$ cat config.mk
export PLATFORM = sky130hd
export DESIGN_NAME = suspend_led_gen
export DESIGN_NICKNAME = d
export VERILOG_FILES = /design/src/rtl/susled_pkg.sv /design/src/rtl/susled_ctrl.sv /design/src/rtl/susled_datapath.sv /design/src/rtl/suspend_led_gen.sv
export SDC_FILE = /design/constraint.sdc
export NUM_CORES = 1
export LEC_CHECK = 0
export BUFFER_PORTS_ARGS = -buffer_cell sky130_fd_sc_hd__buf_2
export CAP_MARGIN = 20
export CORE_MARGIN = 2
export CORE_UTILIZATION = 40
export CTS_BUF_LIST = sky130_fd_sc_hd__clkbuf_8
export DETAILED_ROUTE_END_ITERATION = 12
export GPL_TIMING_DRIVEN = 0
export SYNTH_ARGS = -nofsm -noshare
export SYNTH_HDL_FRONTEND = slang
export SYNTH_SLANG_ARGS = --single-unit
$ cat constraint.sdc
create_clock -name clk -period 3.3 [get_ports clk]
set_input_delay 0.33 -clock clk [delete_from_list [all_inputs] [get_ports clk]]
set_output_delay 0.33 -clock clk [all_outputs]
set_load 0.1 [all_outputs]
$ cat src/rtl/susled_pkg.sv
package susled_pkg;
  localparam int REG_W    = 8;
  localparam int MODE_W   = 3;
  localparam int MODE_LSB = REG_W - MODE_W;
  localparam int PHASE_W  = 5;
  localparam int TAP_W    = $clog2(PHASE_W);

  typedef enum logic [MODE_W-1:0] {
    MODE_HIGH  = 3'b000,
    MODE_HALF  = 3'b001,
    MODE_LOW   = 3'b010,
    MODE_TWO   = 3'b011,
    MODE_ONE   = 3'b100,
    MODE_FOUR  = 3'b101,
    MODE_QTR_A = 3'b110,
    MODE_QTR_B = 3'b111
  } ledMode_e;

  typedef struct packed {
    logic             forceHigh;
    logic             forceLow;
    logic [TAP_W-1:0] tap;
  } ledSel_t;
endpackage

$ cat src/rtl/susled_ctrl.sv
module susled_ctrl
  import susled_pkg::*;
(
  input  logic             clk,
  input  logic             rstN,
  input  logic             regWrEn,
  input  logic             modeWrEn,
  input  logic [REG_W-1:0] wrData,
  output logic [REG_W-1:0] regQ,
  output ledSel_t          sel
);
  ledMode_e mode;

  // Full write has priority over a mode-only write
  always_ff @(posedge clk or negedge rstN) begin
    if (!rstN) begin
      regQ <= '0;
    end else if (regWrEn) begin
      regQ <= wrData;
    end else if (modeWrEn) begin
      regQ <= {wrData[REG_W-1:MODE_LSB], regQ[MODE_LSB-1:0]};
    end
  end

  assign mode = ledMode_e'(regQ[REG_W-1:MODE_LSB]);

  // Decode the mode into strobes for the datapath; tap n is phase bit n
  always_comb begin
    sel = '{forceHigh: 1'b0, forceLow: 1'b0, tap: '0};
    unique case (mode)
      MODE_HIGH:  sel.forceHigh = 1'b1;
      MODE_LOW:   sel.forceLow  = 1'b1;
      MODE_FOUR:  sel.tap = TAP_W'(0);
      MODE_TWO:   sel.tap = TAP_W'(1);
      MODE_ONE:   sel.tap = TAP_W'(2);
      MODE_HALF:  sel.tap = TAP_W'(3);
      MODE_QTR_A,
      MODE_QTR_B: sel.tap = TAP_W'(4);
      default:    sel.forceHigh = 1'b1;
    endcase
  end

  p_full_load_r2: assert property (@(posedge clk) disable iff (!rstN)
    regWrEn |=> regQ == $past(wrData));

  p_low_bits_kept_r3: assert property (@(posedge clk) disable iff (!rstN)
    (modeWrEn && !regWrEn) |=> regQ[MODE_LSB-1:0] == $past(regQ[MODE_LSB-1:0]));

  p_idle_hold_r10: assert property (@(posedge clk) disable iff (!rstN)
    (!regWrEn && !modeWrEn) |=> $stable(regQ));

  p_force_excl_r4: assert property (@(posedge clk) disable iff (!rstN)
    $onehot0({sel.forceHigh, sel.forceLow}));
endmodule

$ cat src/rtl/susled_datapath.sv
module susled_datapath
  import susled_pkg::*;
#(
  parameter int PRESCALE = 4096
) (
  input  logic    clk,
  input  logic    rstN,
  input  ledSel_t sel,
  output logic    ledOut
);
  localparam int CNT_W = (PRESCALE > 1) ? $clog2(PRESCALE) : 1;
  localparam logic [CNT_W-1:0] CNT_LAST = CNT_W'(PRESCALE - 1);

  logic [CNT_W-1:0]   cntQ;
  logic [PHASE_W-1:0] phaseQ;
  logic               tick;

  assign tick = (cntQ == CNT_LAST);

  // Free-running prescaler and phase counter, never touched by writes
  always_ff @(posedge clk or negedge rstN) begin
    if (!rstN) begin
      cntQ   <= '0;
      phaseQ <= '0;
    end else if (tick) begin
      cntQ   <= '0;
      phaseQ <= phaseQ + 1'b1;
    end else begin
      cntQ   <= cntQ + 1'b1;
    end
  end

  always_comb begin
    if (sel.forceHigh)     ledOut = 1'b1;
    else if (sel.forceLow) ledOut = 1'b0;
    else                   ledOut = phaseQ[sel.tap];
  end

  p_cnt_bound_r9: assert property (@(posedge clk) disable iff (!rstN)
    cntQ <= CNT_LAST);

  p_phase_hold_r8: assert property (@(posedge clk) disable iff (!rstN)
    !tick |=> $stable(phaseQ));

  p_phase_step_r8: assert property (@(posedge clk) disable iff (!rstN)
    tick |=> phaseQ == PHASE_W'($past(phaseQ) + 1'b1));
endmodule

$ cat src/rtl/suspend_led_gen.sv
module suspend_led_gen
  import susled_pkg::*;
#(
  parameter int REF_HZ  = 32768,
  parameter int FAST_HZ = 4
) (
  input  logic             clk,
  input  logic             rstN,
  input  logic             regWrEn,
  input  logic             modeWrEn,
  input  logic [REG_W-1:0] wrData,
  output logic [REG_W-1:0] rdData,
  output logic             ledOut
);
  localparam int PRESCALE = REF_HZ / (2 * FAST_HZ);

  ledSel_t sel;

  susled_ctrl u_ctrl (
    .clk      (clk),
    .rstN     (rstN),
    .regWrEn  (regWrEn),
    .modeWrEn (modeWrEn),
    .wrData   (wrData),
    .regQ     (rdData),
    .sel      (sel)
  );

  susled_datapath #(.PRESCALE(PRESCALE)) u_dp (
    .clk    (clk),
    .rstN   (rstN),
    .sel    (sel),
    .ledOut (ledOut)
  );

  p_const_high_r4: assert property (@(posedge clk) disable iff (!rstN)
    (rdData[REG_W-1:MODE_LSB] == MODE_HIGH) |-> ledOut);

  p_const_low_r5: assert property (@(posedge clk) disable iff (!rstN)
    (rdData[REG_W-1:MODE_LSB] == MODE_LOW) |-> !ledOut);
endmodule

==> flow_metrics.env <==
export IMPL_dp_hpwl_mm=1.42
export IMPL_clk_pin_slew_ps=90
export IMPL_vias_per_cell=5.42
export IMPL_antenna_cells=0
export IMPL_port_buffer_count=19
export IMPL_routed_wl_mm=1.94
export IMPL_clock_latency_ps=270
export IMPL_place_congestion=0.712
export IMPL_synth_edf_count=0
export IMPL_die_w_um=58.0
export IMPL_drt_initial_drc_count=30
export IMPL_slew_violations=0
export IMPL_ys_flop_type="dfrtp_1"
export IMPL_htree_levels=1
export IMPL_cts_resized_gates=0
export IMPL_yosysSeqAreaShare_pct=53.6
export IMPL_p_leak_nw=0.653
export IMPL_synth_async_sr_flop_share_pct=100
export IMPL_ys_ff_latch=25
export IMPL_fmax_mhz=499
export IMPL_fin_setup_tns_ps=0
export IMPL_worstHoldPathType="input port to asynchronous set/reset pin"
export IMPL_slowest_delay_ps=440
export IMPL_cap_violations=0
export IMPL_yosysUniqueCellTypes=29
export IMPL_cts_tree="built"
export IMPL_clock_sinks=25
export IMPL_cellPowerDensity_nw_per_um2=455
export IMPL_nets=133
export IMPL_core_sq_um=2760
export IMPL_r2r_slack_ps=1600
export IMPL_grt_pass1_wl_mm=3.42
export IMPL_stdcell_count=149
export IMPL_hold_slack_ps=30.5
export IMPL_outcome="completed"
export IMPL_fin_crit_sh_pct=60.7
export IMPL_fillCellCount=268
export IMPL_slowest_stage="dfrtp_1"
export IMPL_syn_num_nets=109
export IMPL_clk_path_buf_depth=2
export IMPL_p_switching_uw=193
export IMPL_holdBufCountCts=0
export IMPL_ant_nets=0
export IMPL_syn_to_final_growth_pct=15.4
export IMPL_syn_inst=95
export IMPL_arrival_ps=1670
export IMPL_grt_use_total_pct=13.4
export IMPL_ios=21
export IMPL_grt_pass1_vias=799
export IMPL_firstDrtPassIters=4
export IMPL_rsz0062_at_grt="no"
export IMPL_rows=19
export IMPL_path_cells="mux2i_1 > a221oi_1 > a21o_1 > buf_2"
export IMPL_dieArea_sq_um=3370
export IMPL_power_internal_uw=421
export IMPL_grt_max_degree=26
export IMPL_worstMarginPinSlew_ps=543
export IMPL_peakVddDrop_mv=0.400
export IMPL_p_clk_share_pct=28.9
export IMPL_worstReg2RegStart="u_dp.cntQ[0]"
export IMPL_cp_end_kind="output pin"
export IMPL_fin_skew_ps=11.7
export IMPL_start_util_pct=42.3
export IMPL_via_count=808
export IMPL_slew_headroom_pct=63.8
export IMPL_cts_buffers=3
export IMPL_seq_power_share_pct=52.5
export IMPL_final_core_util_pct=48.9
export IMPL_fin_ws_ps=1300
export IMPL_drive_gt1_share_pct=32.2
export IMPL_avgSynthCellArea_sq_um=12.3
export IMPL_setup_viol=0
export IMPL_critPathKind="flip-flop to output pin"
export IMPL_dpl_cell_area_sq_um=1300
export IMPL_grt_antenna_before_repair=0
export IMPL_grt_overflow=0
export IMPL_pre_cts_ws_ps=1560
export IMPL_grt_met3_usage_pct=4.69
export IMPL_cp_top_family="flip-flops"
export IMPL_grt_util_met1_pct=16.6
export IMPL_period_needed_ps=2000
export IMPL_postCtsSetupBuffers=0
export IMPL_busiest_layer="met2"
export IMPL_r2r_end="u_dp.phaseQ[1]"
export IMPL_worst_setup_path_start_kind="flip-flop"
export IMPL_power_uw=613
export IMPL_wl_per_cell_um=13.0
export IMPL_combPwrFrac_pct=18.6
export IMPL_reg2reg_depth=4
export IMPL_critPathBufInv=1
export IMPL_worstPathMaxFanout=6
export IMPL_hold_viol=0
export IMPL_yosysWarnings=0
export IMPL_dieHeight_um=58.0
export IMPL_dp_cells=145
export IMPL_cts_root_buf="clkbuf_8"
export IMPL_syn_area_sq_um=1170
export IMPL_cp_required_ps=2970
export IMPL_p_sw_share_pct=31.4
export IMPL_postLayoutCellArea_sq_um=1350
export IMPL_drc_errors=0
export IMPL_use_met2_pct=22.4
[metal layers]
layer	wire length, um	up-vias
met4	20	0
met1	895	396
met3	85	2
met5	0	-
met2	938	14
li1	-	396
[cells by family (layout without fill, tap and decap cells)]
| group | count (synthesis) | count (layout) | share of synthesized area, % |
|---|---|---|---|
| simple gates | 38 | 38 | 21.2 |
| compound gates | 8 | 8 | 5.04 |
| mux | 10 | 10 | 9.86 |
| xor+xnor | 10 | 10 | 7.50 |
| buf+inv | 2 | 25 | 0.642 |
| fa+ha+maj | 2 | 2 | 2.14 |
| flops | 25 | 25 | 53.6 |
[synthesized netlist by cell type (4+ instances only)]
cell	number	share of area, %
nor4_1	4	2.1
mux2_2	8	7.7
nand2_1	7	2.3
dfrtp_1	25	54
nand3_1	8	3.4
xor2_1	8	6.0
nor2_1	5	1.6
[worst max path at each step]
stage                           to           start  cells after the start
CTS                         ledOut  u_ctrl.regQ[7]                      4
floorplan                   ledOut  u_ctrl.regQ[7]                      3
global route                ledOut  u_ctrl.regQ[7]                      4
global placement    u_dp.phaseQ[1]    u_dp.cntQ[0]                      4
detailed placement  u_dp.phaseQ[1]    u_dp.cntQ[0]                      4
finish                      ledOut  u_ctrl.regQ[7]                      4
[power groups by stage]
stage               logic [mW]  clock network (mW)  registers (mW)
global placement         0.115                   0           0.327
finish                   0.114               0.178           0.322
floorplan               0.0219                   0           0.396
CTS                      0.115               0.185           0.322
global route             0.119               0.192           0.324
detailed placement       0.115                   0           0.328
[state kept, by name, summed over array words and instances, names as in the netlist]
signal,count
u_ctrl.regQ,8
u_dp.cntQ,12
u_dp.phaseQ,5
[cells in the final DEF, fill, tap and decap left out, drive strengths merged]
| cell type | synthesis | final |
|---|---|---|
| a21o | 1 | 1 |
| a21oi | 1 | 1 |
| a221oi | 1 | 1 |
| and2 | 1 | 1 |
| and2b | 1 | 1 |
| and3 | 2 | 2 |
| buf | 0 | 19 |
| clkbuf | 1 | 4 |
| clkinv | 0 | 1 |
| dfrtp | 25 | 25 |
| ha | 2 | 2 |
| inv | 1 | 1 |
| mux2 | 9 | 9 |
| mux2i | 1 | 1 |
| nand2 | 7 | 7 |
| nand3 | 10 | 10 |
| nand4 | 3 | 3 |
| nor2 | 5 | 5 |
| nor3 | 3 | 3 |
| nor4 | 4 | 4 |
| o21ai | 2 | 2 |
| o221ai | 2 | 2 |
| o32a | 1 | 1 |
| or4 | 2 | 2 |
| xnor2 | 2 | 2 |
| xor2 | 8 | 8 |
[area by class of cell]
class                           instances  area (sq um)  share of cell area (%)
Buffer                                  1          3.75                   0.279
Tap cell                               31          38.8                    2.88
Sequential cell                        25           626                    46.4
Multi-Input combinational cell         68           534                    39.6
Clock buffer                            3          41.3                    3.06
Inverter                                1          3.75                   0.279
Clock inverter                          1          5.00                   0.371
Timing Repair Buffer                   19          95.1                    7.06
[worst register-to-register path, cell delays in order, from the launching register on]
cell and delay [ps]:
dfrtp_1 410, ha_1 310, nand4_4 200, nor3_4 360, mux2_4 330
No activity file was read; power rests on OpenSTA's default activity.
